===== src/rtl/fpi_pkg.sv =====
`timescale 1ns/1ps
package fpi_pkg;

  typedef enum logic [1:0] {
    U_INT = 2'd0,
    U_MUL = 2'd1,
    U_ADD = 2'd2,
    U_DIV = 2'd3
  } unit_e;

  // memory stage plus write-back stage after the last execute cycle
  localparam int unsigned PIPE_TAIL = 2;

  function automatic int unsigned wb_distance(
    input unit_e u,
    input int unsigned ex_int, input int unsigned ex_mul,
    input int unsigned ex_add, input int unsigned ex_div);
    int unsigned ex;
    case (u)
      U_MUL:   ex = ex_mul;
      U_ADD:   ex = ex_add;
      U_DIV:   ex = ex_div;
      default: ex = ex_int;
    endcase
    return ex + PIPE_TAIL;
  endfunction

  function automatic int unsigned max4(
    input int unsigned a, input int unsigned b,
    input int unsigned c, input int unsigned d);
    int unsigned m;
    m = a;
    if (b > m) m = b;
    if (c > m) m = c;
    if (d > m) m = d;
    return m;
  endfunction

endpackage


===== src/rtl/fpi_wb_ring.sv =====
`timescale 1ns/1ps
module fpi_wb_ring #(
  parameter int unsigned DEPTH = 27,
  parameter int unsigned REG_W = 5,
  parameter int unsigned LW    = 5
) (
  input  logic                   clk,
  input  logic                   rst_n,
  input  logic                   put,
  input  logic [LW-1:0]          put_lat,
  input  logic [REG_W-1:0]       put_dst,
  output logic [DEPTH-1:0]       slot_v,
  output logic [DEPTH*REG_W-1:0] slot_dst
);
  // slot k describes the write-back k cycles from now; slot 0 is this cycle
  logic [LW-1:0] put_idx;
  assign put_idx = put_lat - LW'(1);

  always_ff @(posedge clk or negedge rst_n) begin
    if (!rst_n) begin
      slot_v   <= '0;
      slot_dst <= '0;
    end else begin
      slot_v   <= {1'b0, slot_v[DEPTH-1:1]};
      slot_dst <= {{REG_W{1'b0}}, slot_dst[DEPTH*REG_W-1:REG_W]};
      if (put) begin
        slot_v[put_idx] <= 1'b1;
        slot_dst[int'(put_idx)*REG_W +: REG_W] <= put_dst;
      end
    end
  end
endmodule


===== src/rtl/fpi_div_occupancy.sv =====
`timescale 1ns/1ps
module fpi_div_occupancy #(
  parameter int unsigned EX_DIV = 24
) (
  input  logic clk,
  input  logic rst_n,
  input  logic start,
  output logic busy
);
  localparam int unsigned CW = $clog2(EX_DIV + 1);
  logic [CW-1:0] left_q;

  always_ff @(posedge clk or negedge rst_n) begin
    if (!rst_n)              left_q <= '0;
    else if (start)          left_q <= CW'(EX_DIV - 1);
    else if (left_q != '0)   left_q <= left_q - CW'(1);
  end

  assign busy = (left_q != '0);
endmodule


===== src/rtl/fpi_hazard_scan.sv =====
`timescale 1ns/1ps
module fpi_hazard_scan #(
  parameter int unsigned DEPTH   = 27,
  parameter int unsigned REG_W   = 5,
  parameter int unsigned LW      = 5,
  parameter int unsigned RAW_MIN = 3
) (
  input  logic [DEPTH-1:0]       slot_v,
  input  logic [DEPTH*REG_W-1:0] slot_dst,
  input  logic [REG_W-1:0]       src1,
  input  logic [REG_W-1:0]       src2,
  input  logic [REG_W-1:0]       dst,
  input  logic [LW-1:0]          lat,
  output logic                   raw_hit,
  output logic                   waw_hit,
  output logic                   port_hit
);
  logic [DEPTH-1:0] raw_vec, waw_vec, port_vec;

  for (genvar k = 0; k < DEPTH; k++) begin : g_slot
    logic [REG_W-1:0] d;
    assign d = slot_dst[k*REG_W +: REG_W];
    if (k >= RAW_MIN) begin : g_raw
      assign raw_vec[k] = slot_v[k] && ((d == src1) || (d == src2));
    end else begin : g_fwd
      assign raw_vec[k] = 1'b0;
    end
    assign waw_vec[k]  = slot_v[k] && (d == dst) && (LW'(k) >= lat);
    assign port_vec[k] = slot_v[k] && (LW'(k) == lat);
  end

  assign raw_hit  = |raw_vec;
  assign waw_hit  = |waw_vec;
  assign port_hit = |port_vec;
endmodule


===== src/rtl/fp_issue_ctl.sv =====
`timescale 1ns/1ps
module fp_issue_ctl
  import fpi_pkg::*;
#(
  parameter int unsigned REG_W  = 5,
  parameter int unsigned EX_INT = 1,
  parameter int unsigned EX_MUL = 7,
  parameter int unsigned EX_ADD = 4,
  parameter int unsigned EX_DIV = 24,
  localparam int unsigned MAX_EX = max4(EX_INT, EX_MUL, EX_ADD, EX_DIV),
  localparam int unsigned DEPTH  = MAX_EX + PIPE_TAIL + 1,
  localparam int unsigned LW     = $clog2(DEPTH)
) (
  input  logic             clk,
  input  logic             rst_n,
  input  logic             in_valid,
  input  logic [1:0]       in_unit,
  input  logic [REG_W-1:0] in_dst,
  input  logic [REG_W-1:0] in_src1,
  input  logic [REG_W-1:0] in_src2,
  output logic             stall,
  output logic             issue,
  output logic [LW-1:0]    issue_lat,
  output logic             wb_valid,
  output logic [REG_W-1:0] wb_dst
);
  unit_e unit;
  logic [LW-1:0] lat_now;
  logic [DEPTH-1:0] slot_v;
  logic [DEPTH*REG_W-1:0] slot_dst;
  logic raw_hit, waw_hit, port_hit, div_busy, unit_busy, hazard, div_start;

  assign unit    = unit_e'(in_unit);
  assign lat_now = LW'(wb_distance(unit, EX_INT, EX_MUL, EX_ADD, EX_DIV));

  fpi_hazard_scan #(
    .DEPTH(DEPTH), .REG_W(REG_W), .LW(LW), .RAW_MIN(PIPE_TAIL + 1)
  ) scan_i (
    .slot_v(slot_v), .slot_dst(slot_dst),
    .src1(in_src1), .src2(in_src2), .dst(in_dst), .lat(lat_now),
    .raw_hit(raw_hit), .waw_hit(waw_hit), .port_hit(port_hit)
  );

  fpi_div_occupancy #(.EX_DIV(EX_DIV)) div_i (
    .clk(clk), .rst_n(rst_n), .start(div_start), .busy(div_busy)
  );

  assign unit_busy = (unit == U_DIV) && div_busy;
  assign hazard    = raw_hit | waw_hit | port_hit | unit_busy;
  assign stall     = rst_n & in_valid & hazard;
  assign issue     = rst_n & in_valid & ~hazard;
  assign div_start = issue && (unit == U_DIV);

  fpi_wb_ring #(.DEPTH(DEPTH), .REG_W(REG_W), .LW(LW)) ring_i (
    .clk(clk), .rst_n(rst_n),
    .put(issue), .put_lat(lat_now), .put_dst(in_dst),
    .slot_v(slot_v), .slot_dst(slot_dst)
  );

  assign issue_lat = lat_now;
  assign wb_valid  = slot_v[0];
  assign wb_dst    = slot_dst[REG_W-1:0];
endmodule


===== config.mk =====
export PLATFORM = sky130hd
export DESIGN_NAME = fp_issue_ctl
export DESIGN_NICKNAME = d
export VERILOG_FILES = /design/src/rtl/fpi_pkg.sv /design/src/rtl/fpi_wb_ring.sv /design/src/rtl/fpi_div_occupancy.sv /design/src/rtl/fpi_hazard_scan.sv /design/src/rtl/fp_issue_ctl.sv
export SDC_FILE = /design/constraint.sdc
export NUM_CORES = 1
export LEC_CHECK = 0
export ABC_AREA = 1
export ABC_CLOCK_PERIOD_IN_PS = 3100
export BUFFER_PORTS_ARGS = -buffer_cell sky130_fd_sc_hd__buf_2
export CORE_MARGIN = 3
export CORE_UTILIZATION = 64
export CTS_CLUSTER_SIZE = 24
export DETAILED_ROUTE_END_ITERATION = 7
export GPL_TIMING_DRIVEN = 0
export PLACE_DENSITY = 0.81
export SLEW_MARGIN = 10
export SYNTH_ARGS = -nofsm -noshare
export SYNTH_HDL_FRONTEND = slang
export SYNTH_SLANG_ARGS = --single-unit
export TNS_END_PERCENT = 100

===== constraint.sdc =====
create_clock -name clk -period 3.1 [get_ports clk]
set_input_delay 0 -clock clk [delete_from_list [all_inputs] [get_ports clk]]
set_output_delay 0 -clock clk [all_outputs]
set_load 0.02 [all_outputs]

Word-level counts from Yosys, hierarchy flattened
Index checks and enable logic that the tools add are counted.
{"block": "word_totals", "regBits": 167, "word_cells": 297, "in_bits": 20}
{"block": "classes", "n_reduce_logical": 138, "order_cmp": 29, "n_shift": 2, "muxes": 8, "mul": 1, "n_eq_ne": 104, "addsub": 4, "bitwise": 8}
{"op": "$eq 5x5->1", "count": 75}
{"op": "$bwmux 135", "count": 1}
{"op": "$mux 135", "count": 1}
{"op": "$shift 5x34->135 const A", "count": 1}
{"op": "$shiftx 5x34->135", "count": 1}
{"op": "$logic_and 1x1->1", "count": 108}
{"op": "$eq 5x5->1 const A", "count": 11}
{"op": "$ge 5x5->1 const A", "count": 11}
{"op": "$reduce_or 27->1", "count": 2}
{"op": "$eq 4x5->1 const A", "count": 8}
{"op": "$ge 4x5->1 const A", "count": 8}
{"op": "$neg 8->34", "count": 1}
{"op": "$mux 27", "count": 1}
{"op": "$or 26x27->27", "count": 1}
{"op": "$logic_or 1x1->1", "count": 24}
{"op": "$reduce_or 24->1", "count": 1}
{"op": "$eq 3x5->1 const A", "count": 4}
{"op": "$ge 3x5->1 const A", "count": 4}
{"op": "$pmux 5 s3", "count": 1}
{"op": "$eq 2x5->1 const A", "count": 2}
{"op": "$ge 1x5->1 const A", "count": 2}
{"op": "$ge 2x5->1 const A", "count": 2}
{"op": "$mux 5", "count": 2}
{"op": "$sub 5x1->5 const B", "count": 2}
{"op": "15 further kinds", "count": 20}

Logic depth before layout (Yosys ltp)
Gate-level depths: netlist (run 1).
{"block": "depth", "ltp_word": 13, "depth_mapped": 23, "mapped_depth_nobuf": 19}

Modules after synthesis
From an unflattened synthesis (run 1), not the netlist that was laid out.
{"block": "unflattened", "cells_unflattened": 2068, "hier_area_um2": 13558.0}
{"module": "fpi_wb_ring", "area_each_um2": 7098.1, "cells_each": 812, "n_inst": 1, "seq_area_each_um2": 4053.9}
{"module": "fpi_hazard_scan", "area_each_um2": 6122.1, "cells_each": 1208, "n_inst": 1, "seq_area_each_um2": 0.0}
{"module": "fpi_div_occupancy", "area_each_um2": 267.8, "cells_each": 33, "n_inst": 1, "seq_area_each_um2": 125.1}
{"module": "fp_issue_ctl", "area_each_um2": 70.1, "cells_each": 15, "n_inst": 1, "seq_area_each_um2": 0.0}

Least setup slack after synthesis (run 1)
OpenSTA, ideal clock, no wires.
{"block": "synth_timing", "path_kind": "input-to-reg", "startpoint": "input port in_unit[1]", "endpoint": "register ring_i.slot_dst[21]", "stages": 23, "arrival_ns": 2.983, "slack_ns": 0.051, "cell_sequence": "clkbuf_1 -> inv_1 -> ha_1 -> buf_2 -> inv_1 -> buf_1 -> ha_1 -> nor2_1 -> nand2_1 -> o21ai_0 -> nand2_1 -> nand2_1 -> nor2_1 -> nand3_1 -> nor2_1 -> nand2_1 -> nor2_1 -> nand3_1 -> nor2_4 -> buf_6 -> buf_6 -> nand3_1 -> nand2_1"}
{"block": "synth_via", "elab_chain_len": 12}
{"item": "start: declaration", "line": "fp_issue_ctl.sv:17", "rtl": "input logic [1:0] in_unit,"}
{"item": "$eq 2x2->1 / $eq 2x1->1 (equally long branches)", "line": "fpi_pkg.sv:19", "rtl": "case (u)"}
{"item": "$pmux 5 s3 *", "line": "fpi_pkg.sv:19"}
{"item": "$add 5x2->5 *", "line": "fpi_pkg.sv:25", "rtl": "return ex + PIPE_TAIL;"}
{"item": "via issue_lat[3]", "line": "fp_issue_ctl.sv:23", "rtl": "output logic [LW-1:0] issue_lat,"}
{"item": "$ge 1x5->1 (tied with other cells)", "line": "fpi_hazard_scan.sv:28", "rtl": "assign waw_vec[k] = slot_v[k] && (d == dst) && (LW'(k) >= lat);"}
{"item": "$logic_and 1x1->1", "line": "fpi_hazard_scan.sv:28"}
{"item": "$reduce_or 27->1", "line": "fpi_hazard_scan.sv:33", "rtl": "assign waw_hit = |waw_vec;"}
{"item": "$or 1x1->1", "line": "fp_issue_ctl.sv:49", "rtl": "assign hazard = raw_hit | waw_hit | port_hit | unit_busy;"}
{"item": "$or 1x1->1 * (2 in a row)", "line": "fp_issue_ctl.sv:49"}
{"item": "$not 1->1 *", "line": "fp_issue_ctl.sv:51", "rtl": "assign issue = rst_n & in_valid & ~hazard;"}
{"item": "$and 1x1->1 *", "line": "fp_issue_ctl.sv:51"}
{"item": "via issue", "line": "fp_issue_ctl.sv:22", "rtl": "output logic issue,"}
{"item": "$mux 135 *", "line": "fpi_wb_ring.sv:26", "rtl": "if (put) begin"}
{"item": "end signal: assignment", "line": "fpi_wb_ring.sv:25", "rtl": "slot_dst <= {{REG_W{1'b0}}, slot_dst[DEPTH*REG_W-1:REG_W]};"}
{"item": "end signal: indexed assignment", "line": "fpi_wb_ring.sv:28", "rtl": "slot_dst[int'(put_idx)*REG_W +: REG_W] <= put_dst;"}
{"item": "end: declaration", "line": "fpi_wb_ring.sv:13", "rtl": "output logic [DEPTH*REG_W-1:0] slot_dst"}
Mark *: on every way through the listed nets, which the timed path passes. The rest lies on a longest branch.
A chain may end at the register's enable or synchronous reset.

Final worst setup path (run 1)
{"block": "layout_timing", "startpoint": "input port in_unit[1]", "endpoint": "register ring_i.slot_dst[44]"}
{"block": "layout_via", "elab_chain_len": 12}
{"item": "branches (longest 11 deep; another with $neg 8->34)"}
{"item": "$mux 135 *", "line": "fpi_wb_ring.sv:26"}
Mark *: on every way between the ends.

==> results.json, run 1 <==
{
  "power_uw": 5560,
  "drc_errors": 0,
  "power_leakage_uw": 0.00675,
  "hold_path.startpoint": "in_unit[1]",
  "areaGrowthSynthToFinish_pct": 9.29,
  "drtIter0Drc": 2410,
  "cts_root_buffer": "clkbuf_16",
  "cts_inserted_buffers": 17,
  "fin_skew_ns": 0.00990,
  "crit_slowest_cell": "ha_4",
  "ys_warn_count": 0,
  "slew_headroom": 0.352,
  "maxCapViolCount": 0,
  "cts_buffer_depth": 2,
  "worstPathRequired_ns": 3.38,
  "grt_pass1_wl_mm": 69.3,
  "status": "finished with violations",
  "start_util": 0.661,
  "die_h_um": 143,
  "grtUsageTotal": 0.462,
  "h-tree-depth": 4,
  "cp_slowest_stage_delay_ns": 0.24,
  "crit_path_start_kind": "input pin",
  "path_common_cell": "nand2_1",
  "post-route-util": 0.722,
  "grt_antenna_before_repair": 2,
  "num_vias": 12889,
  "io_pins": 33,
  "ys_seq_area_frac": 0.346,
  "finalSetupTns_ns": 0,
  "drv_slew": 0,
  "syn_nets": 1871,
  "overflow": 0,
  "cp_cell_sequence": "buf_6 > clkinvlp_4 > ha_1 > buf_4 > inv_4 > buf_6 > ha_4 > nand2_1 > o21ai_1 > nand2_1 > nor2_1 > nor2_1 > nand2_1 > nor2_2 > nand2_1 > nor2_2 > nand3_1 > nor2_4 > buf_8 > buf_4 > buf_4 > nand2_1 > o21ai_0",
  "syn_area_per_cell_um2": 6.56,
  "rr_startpoint": "div_i.left_q[0]$_DFFE_PN0P_",
  "syn_inst": 1839,
  "cp_max_fo": 12,
  "fin_ws_ns": 0.134,
  "fin_crit_sh": 0.957,
  "min_path_cells": 5,
  "ir_drop_v": 0.000407,
  "crit_arrival_ns": 3.24,
  "wl_per_cell_um": 22.2,
  "rows": 49,
  "core_area_mm2": 0.0183,
  "place_congestion": 1.06,
  "dr.pass1.iters": 7,
  "pre_cts_slack_ns": -1.32,
  "grt.met3_usage": 0.178,
  "min_period_ns": 2.97,
  "met1_usage": 0.613,
  "ys_types": 36,
  "synth_area_mm2": 0.0121,
  "rr_worst_depth": 17,
  "cts.sinks": 167,
  "grt_util_met2": 0.636,
  "r2r_slack_ns": 0.18,
  "die_w_um": 143,
  "portBuffers": 18,
  "dieArea_mm2": 0.0205,
  "whs_ns": -0.0223,
  "final_hold_viol_count": 2,
  "worstMarginPinSlew_ns": 0.963,
  "violations": "hold timing",
  "r2r_end": "ring_i.slot_dst[44]$_DFF_PN0_",
  "dp_hpwl_mm": 32.4,
  "grt_busiest_layer": "met2",
  "end_kind": "flop",
  "worst_hold_path.endpoint": "ring_i.slot_dst[6]$_DFF_PN0_",
  "hold_class": "input pin to flop",
  "fmax_mhz": 337,
  "path_clk_slew_ns": 0.07,
  "dp.cells": 2087,
  "rsz0062_at_grt": "no",
  "path_class": "input pin to flop",
  "via_per_inst": 6.05,
  "ant_nets": 0,
  "grt_start_max_net_pins": 102,
  "routed_wl_mm": 47.4,
  "fin_nets": 1918,
  "clk_latency_ns": 0.45,
  "setup_viol": 0,
  "final_layout_size_suffix_gt1_frac": 0.0880,
  "fin_cells": 2130,
  "power.density_mw_per_mm2": 421,
  "grt_pass1_vias": 11481,
  "ys_seq_elements": 167,
  "cts_tree": "done"
}
## cell usage in the layout (no fill, tap or decap), types with 2 or more instances in the layout
cell type,synthesis,routed
o22ai_1,6,6
nand4_1,7,7
nor3_1,31,31
diode_2,0,3
clkinv_4,0,3
o21bai_1,6,6
nand3_1,113,113
buf_1,3,2
xor2_1,101,101
clkinv_1,4,4
nand2_1,621,621
nor2_2,0,5
buf_4,39,50
nand2_2,5,5
clkbuf_1,88,87
a21o_1,2,2
nor4_1,3,3
inv_1,139,137
o21ai_1,20,27
inv_6,0,2
a21boi_0,2,2
ha_1,12,11
dfrtp_1,167,167
a21oi_1,30,30
xnor2_1,51,51
inv_4,2,3
buf_2,30,44
clkinvlp_4,0,5
o211ai_1,2,2
nor2_4,1,2
inv_2,10,10
buf_8,0,2
o21ai_0,99,92
clkbuf_16,0,17
buf_6,7,8
nor2_1,231,225
## metrics by stage
step,hold slack (ns),area [um^2]
detailed placement,-0.00509,12500
CTS,0.0183,13100
finish,-0.0223,13200
global route,0.00425,13200
floorplan,-0.296,12100
global placement,0.438,12400
## per-layer routing
metal,share of wire,vias up
li1,-,5691
met1,0.36,5758
met2,0.40,1154
met3,0.17,284
met4,0.074,2
met5,0.00019,-
## registers in the layout, summed over array words and instances (netlist names)
| signal | cells |
|---|---|
| div_i.left_q | 5 |
| ring_i.slot_dst | 135 |
| ring_i.slot_v | 27 |
## power breakdown
| part | leakage (uW) | total, uW | internal [uW] | switching (uW) |
|---|---|---|---|---|
| clock | 0.000264 | 2120 | 1140 | 988 |
| sequential | 0.00231 | 2340 | 2260 | 81.6 |
| combinational | 0.00417 | 1100 | 343 | 755 |
| total | 0.00675 | 5560 | 3730 | 1820 |
## worst max-delay path by stage
stage,startpoint,endpoint,slack (ns),cells past startpoint
floorplan,in_unit[1],ring_i.slot_dst[21]$_DFF_PN0_,0.05,23
global placement,rst_n,ring_i.slot_dst[90]$_DFF_PN0_,-1.61,6
detailed placement,in_unit[1],ring_i.slot_dst[105]$_DFF_PN0_,-1.32,22
CTS,in_unit[1],issue,0.01,22
global route,in_unit[1],issue,0.06,21
finish,in_unit[1],ring_i.slot_dst[44]$_DFF_PN0_,0.13,23
## what timing repair did
item                                    in CTS  in global routing
hold buffers                                 1                  0
pin swaps                                    1                  3
endpoints found under the setup margin      89                 39
gates cloned                                 0                  0
gates resized for setup                     13                 16
endpoints found under the hold margin       67                  0
setup buffers                                3                  6
## cells by family after synthesis
kind of cell               synth area share
and+or+nand+nor                       0.337
buffers and inverters                 0.120
AOI/OAI and AO/OA                    0.0738
DFF                                   0.346
xor gates and xnor gates              0.110
adders and majority gates            0.0124
## worst max-delay path, delay by kind of cell
kind / cells / cell delay [ns]
AO/OA/AOI/OAI: 2 / 0.34
adder cells (fa/ha/maj): 2 / 0.46
buffers and inverters: 8 / 1.13
AND/OR/NAND/NOR: 11 / 1.31
## Yosys cell counts
cell      number  area [um^2]
nor2_1       231          867
o21ai_0       99          495
nand2_1      621         2330
buf_1          3         11.3
o21bai_2       1         11.3
and3_1         1         6.26
a21boi_0       2         15.0
o22ai_1        6         37.5
nand3_1      113          566
nand2_2        5         31.3
clkbuf_1      88          330
dfrtp_1      167         4180
or2_2          1         6.26
xnor2_1       51          447
nor2_4         1         11.3
inv_1        139          522
o211ai_1       2         15.0
inv_4          2         12.5
buf_2         30          150
nand4_2        1         12.5
a21oi_1       30          150
a21o_1         2         15.0
nor4_1         3         18.8
nor3_2         1         10.0
clkinv_1       4         15.0
o21ai_1       20          100
nand4_1        7         43.8
ha_1          12          150
a31oi_1        1         6.26
xor2_1       101          885
o21bai_1       6         45.0
buf_6          7         78.8
buf_4         39          293
nand3b_1       1         7.51
nor3_1        31          155
inv_2         10         37.5
## area by class of cell
| type | count | area [um^2] |
|---|---|---|
| Inverter | 155 | 593 |
| Buffer | 166 | 875 |
| Multi-Input combinational cell | 1350 | 6470 |
| Clock inverter | 12 | 120 |
| Timing Repair Buffer | 29 | 214 |
| Tap cell | 229 | 287 |
| Sequential cell | 167 | 4180 |
| Fill cell | 1580 | 5080 |
| Clock buffer | 19 | 443 |
| Antenna cell | 3 | 7.51 |
Power figures use the tool's default switching activity.
==> inputs of run 2 (changes only) <==
--- a/config.mk
+++ b/config.mk
@@ -13,7 +13,7 @@
 export CTS_CLUSTER_SIZE = 24
 export DETAILED_ROUTE_END_ITERATION = 7
 export GPL_TIMING_DRIVEN = 0
-export PLACE_DENSITY = 0.81
+export PLACE_DENSITY = 0.79
 export SLEW_MARGIN = 10
 export SYNTH_ARGS = -nofsm -noshare
 export SYNTH_HDL_FRONTEND = slang
==> run 2 against run 1 <==
The run ends with DRC left. Global-route usage fell by 0.11 points. Routed wire length about the same. Maximum frequency down 1.0%. Largest power group is now the clock network. Register-to-register slack improved by 0.02 ns. Flip-flop and latch count stayed put.
==> results.json, run 2 (synthesis gave the netlist of run 1 again) <==
{
  "seqCellArea_mm2": 0.00418,
  "cp_max_fo": 12,
  "wl_per_cell_um": 22.3,
  "min_period_ns": 3.00,
  "overflow": 0,
  "power_leakage_uw": 0.00681,
  "fin_crit_sh": 0.966,
  "routed_wl_mm": 47.4,
  "cts_buffer_depth": 2,
  "portBuffers": 18,
  "largest_reg_flops": 135,
  "status": "finished with violations",
  "grt_pass1_wl_mm": 69.4,
  "largestRegisters": "ring_i.slot_dst x135, ring_i.slot_v x27, div_i.left_q x5",
  "clk_latency_ns": 0.45,
  "start_util": 0.661,
  "drtIter0Drc": 2256,
  "setup_viol": 0,
  "power_uw": 5840,
  "ir_drop_v": 0.000402,
  "final_hold_viol_count": 0,
  "areaGrowthSynthToFinish_pct": 10.1,
  "io_pins": 33,
  "drc_errors": 1,
  "path_clk_slew_ns": 0.07,
  "final_common_cell": "nand2_1",
  "crit_path_start_kind": "input pin",
  "violations": "DRC",
  "end_kind": "flop",
  "die_w_um": 143,
  "ant_nets": 0,
  "final_cell_mix": "621 x nand2_1, 226 x nor2_1, 167 x dfrtp_1",
  "hold_class": "input pin to flop",
  "cts_inserted_buffers": 17,
  "drv_slew": 0,
  "regMostFlops": "ring_i.slot_dst",
  "grt_start_max_net_pins": 103,
  "multiInputGateArea_mm2": 0.00649,
  "dp_hpwl_mm": 32.4,
  "dieArea_mm2": 0.0205,
  "grt_antenna_before_repair": 3,
  "grtUsageTotal": 0.461,
  "rows": 49,
  "power.density_mw_per_mm2": 440,
  "core_area_mm2": 0.0183,
  "fillCellCount": 1560,
  "path_class": "input pin to flop",
  "grt_pass1_vias": 11522,
  "maxCapViolCount": 0,
  "fin_ws_ns": 0.104,
  "h-tree-depth": 4,
  "pre_cts_slack_ns": -1.34,
  "num_antenna_cells": 0,
  "cts_tree": "done",
  "dr.pass1.iters": 8,
  "fin_nets": 1918,
  "cts_root_buffer": "clkbuf_16",
  "rsz0062_at_grt": "no",
  "place_congestion": 1.12,
  "via_per_inst": 6.11,
  "cts.sinks": 167,
  "worstMarginPinSlew_ns": 0.952,
  "die_h_um": 143,
  "crit_arrival_ns": 3.27,
  "slew_headroom": 0.359,
  "fmax_mhz": 334,
  "fin_skew_ns": 0.0162,
  "final_layout_size_suffix_gt1_frac": 0.0906,
  "num_vias": 13011,
  "worstPathRequired_ns": 3.37
}
-- run 2: changes by cell type in the layout (fill, tap and decap cells not counted), moves of 3 or more --
cell / change
diode_2: -3
bufinv_16: +3
clkinvlp_4: -4
o21ai_1: -3
-- run 2: layout make-up --
cell class                 instances  area share
sequential                       167       0.315
tap                              229      0.0216
clock buffer                      18      0.0331
multi-input combinational       1350       0.488
buffer                           166      0.0665
inverter                         155      0.0444
timing repair buffer              29      0.0158
clock inverter                    14      0.0158
-- run 2: per-layer routing --
metal	global-route usage	vias to the layer above	part of all wire
met5	0	-	0.0014
met4	0.231	6	0.069
met3	0.211	317	0.18
met2	0.645	1141	0.39
met1	0.604	5848	0.36
li1	-	5699	-
-- run 2: where the power goes --
part,switching [uW],internal [uW]
Sequential,78.9,2260
Combinational,760,344
Clock,1010,1400
Total,1840,4000
-- run 2: path summary, 6_finish.rpt --
kind	startpoint	end	slack [ns]	cells after the start
setup / recovery	in_unit[1]	ring_i.slot_dst[44]$_DFF_PN0_	0.10	22
hold / removal	in_unit[1]	ring_i.slot_dst[24]$_DFF_PN0_	0.03	4
setup reg to reg	ring_i.slot_dst[132]$_DFF_PN0_	ring_i.slot_dst[44]$_DFF_PN0_	0.20	17
hold reg to reg	ring_i.slot_v[20]$_DFF_PN0_	ring_i.slot_v[19]$_DFF_PN0_	0.48	1
max in group asynchronous	rst_n	div_i.left_q[2]$_DFFE_PN0P_	2.13	3
min in group asynchronous	rst_n	ring_i.slot_dst[83]$_DFF_PN0_	0.08	2
-- run 2: critical path, stage by stage --
cell,delay (ns)
buf_4,0.19
inv_4,0.08
ha_4,0.18
buf_6,0.14
inv_2,0.12
buf_6,0.18
ha_4,0.24
nor2_1,0.25
nand3_1,0.17
nor2_1,0.14
nand3_1,0.14
nand2_1,0.11
clkinv_1,0.05
nand2_1,0.07
nor2_2,0.06
nand2_1,0.07
nor2_2,0.05
nand3_1,0.12
nor2_4,0.08
buf_4,0.14
buf_2,0.18
o21ai_0,0.50
-- run 2: what timing repair did --
item / 4_1_cts / 5_1_grt
hold endpoints to repair: 65 / 0
buffers inserted: 1 / 8
gates cloned: 0 / 0
pin swaps: 2 / 2
hold buffers: 1 / 0
endpoints found under the setup margin: 89 / 23
resized for setup: 19 / 11
-- run 2: stage by stage --
| stage | util | instance area (um^2) | hold WS, ns | std cells | setup TNS [ns] |
|---|---|---|---|---|---|
| global placement | 0.681 | 12400 | 0.442 | 2086 | -192.94 |
| CTS | 0.722 | 13200 | 0.0129 | 2120 | 0 |
| detailed placement | 0.683 | 12500 | -0.0257 | 2087 | -97.15 |
| finish | 0.727 | 13300 | 0.0304 | 2128 | 0 |
| floorplan | - | 12100 | -0.296 | 1839 | 0 |
| global route | 0.727 | 13300 | 0.0583 | 2128 | 0 |
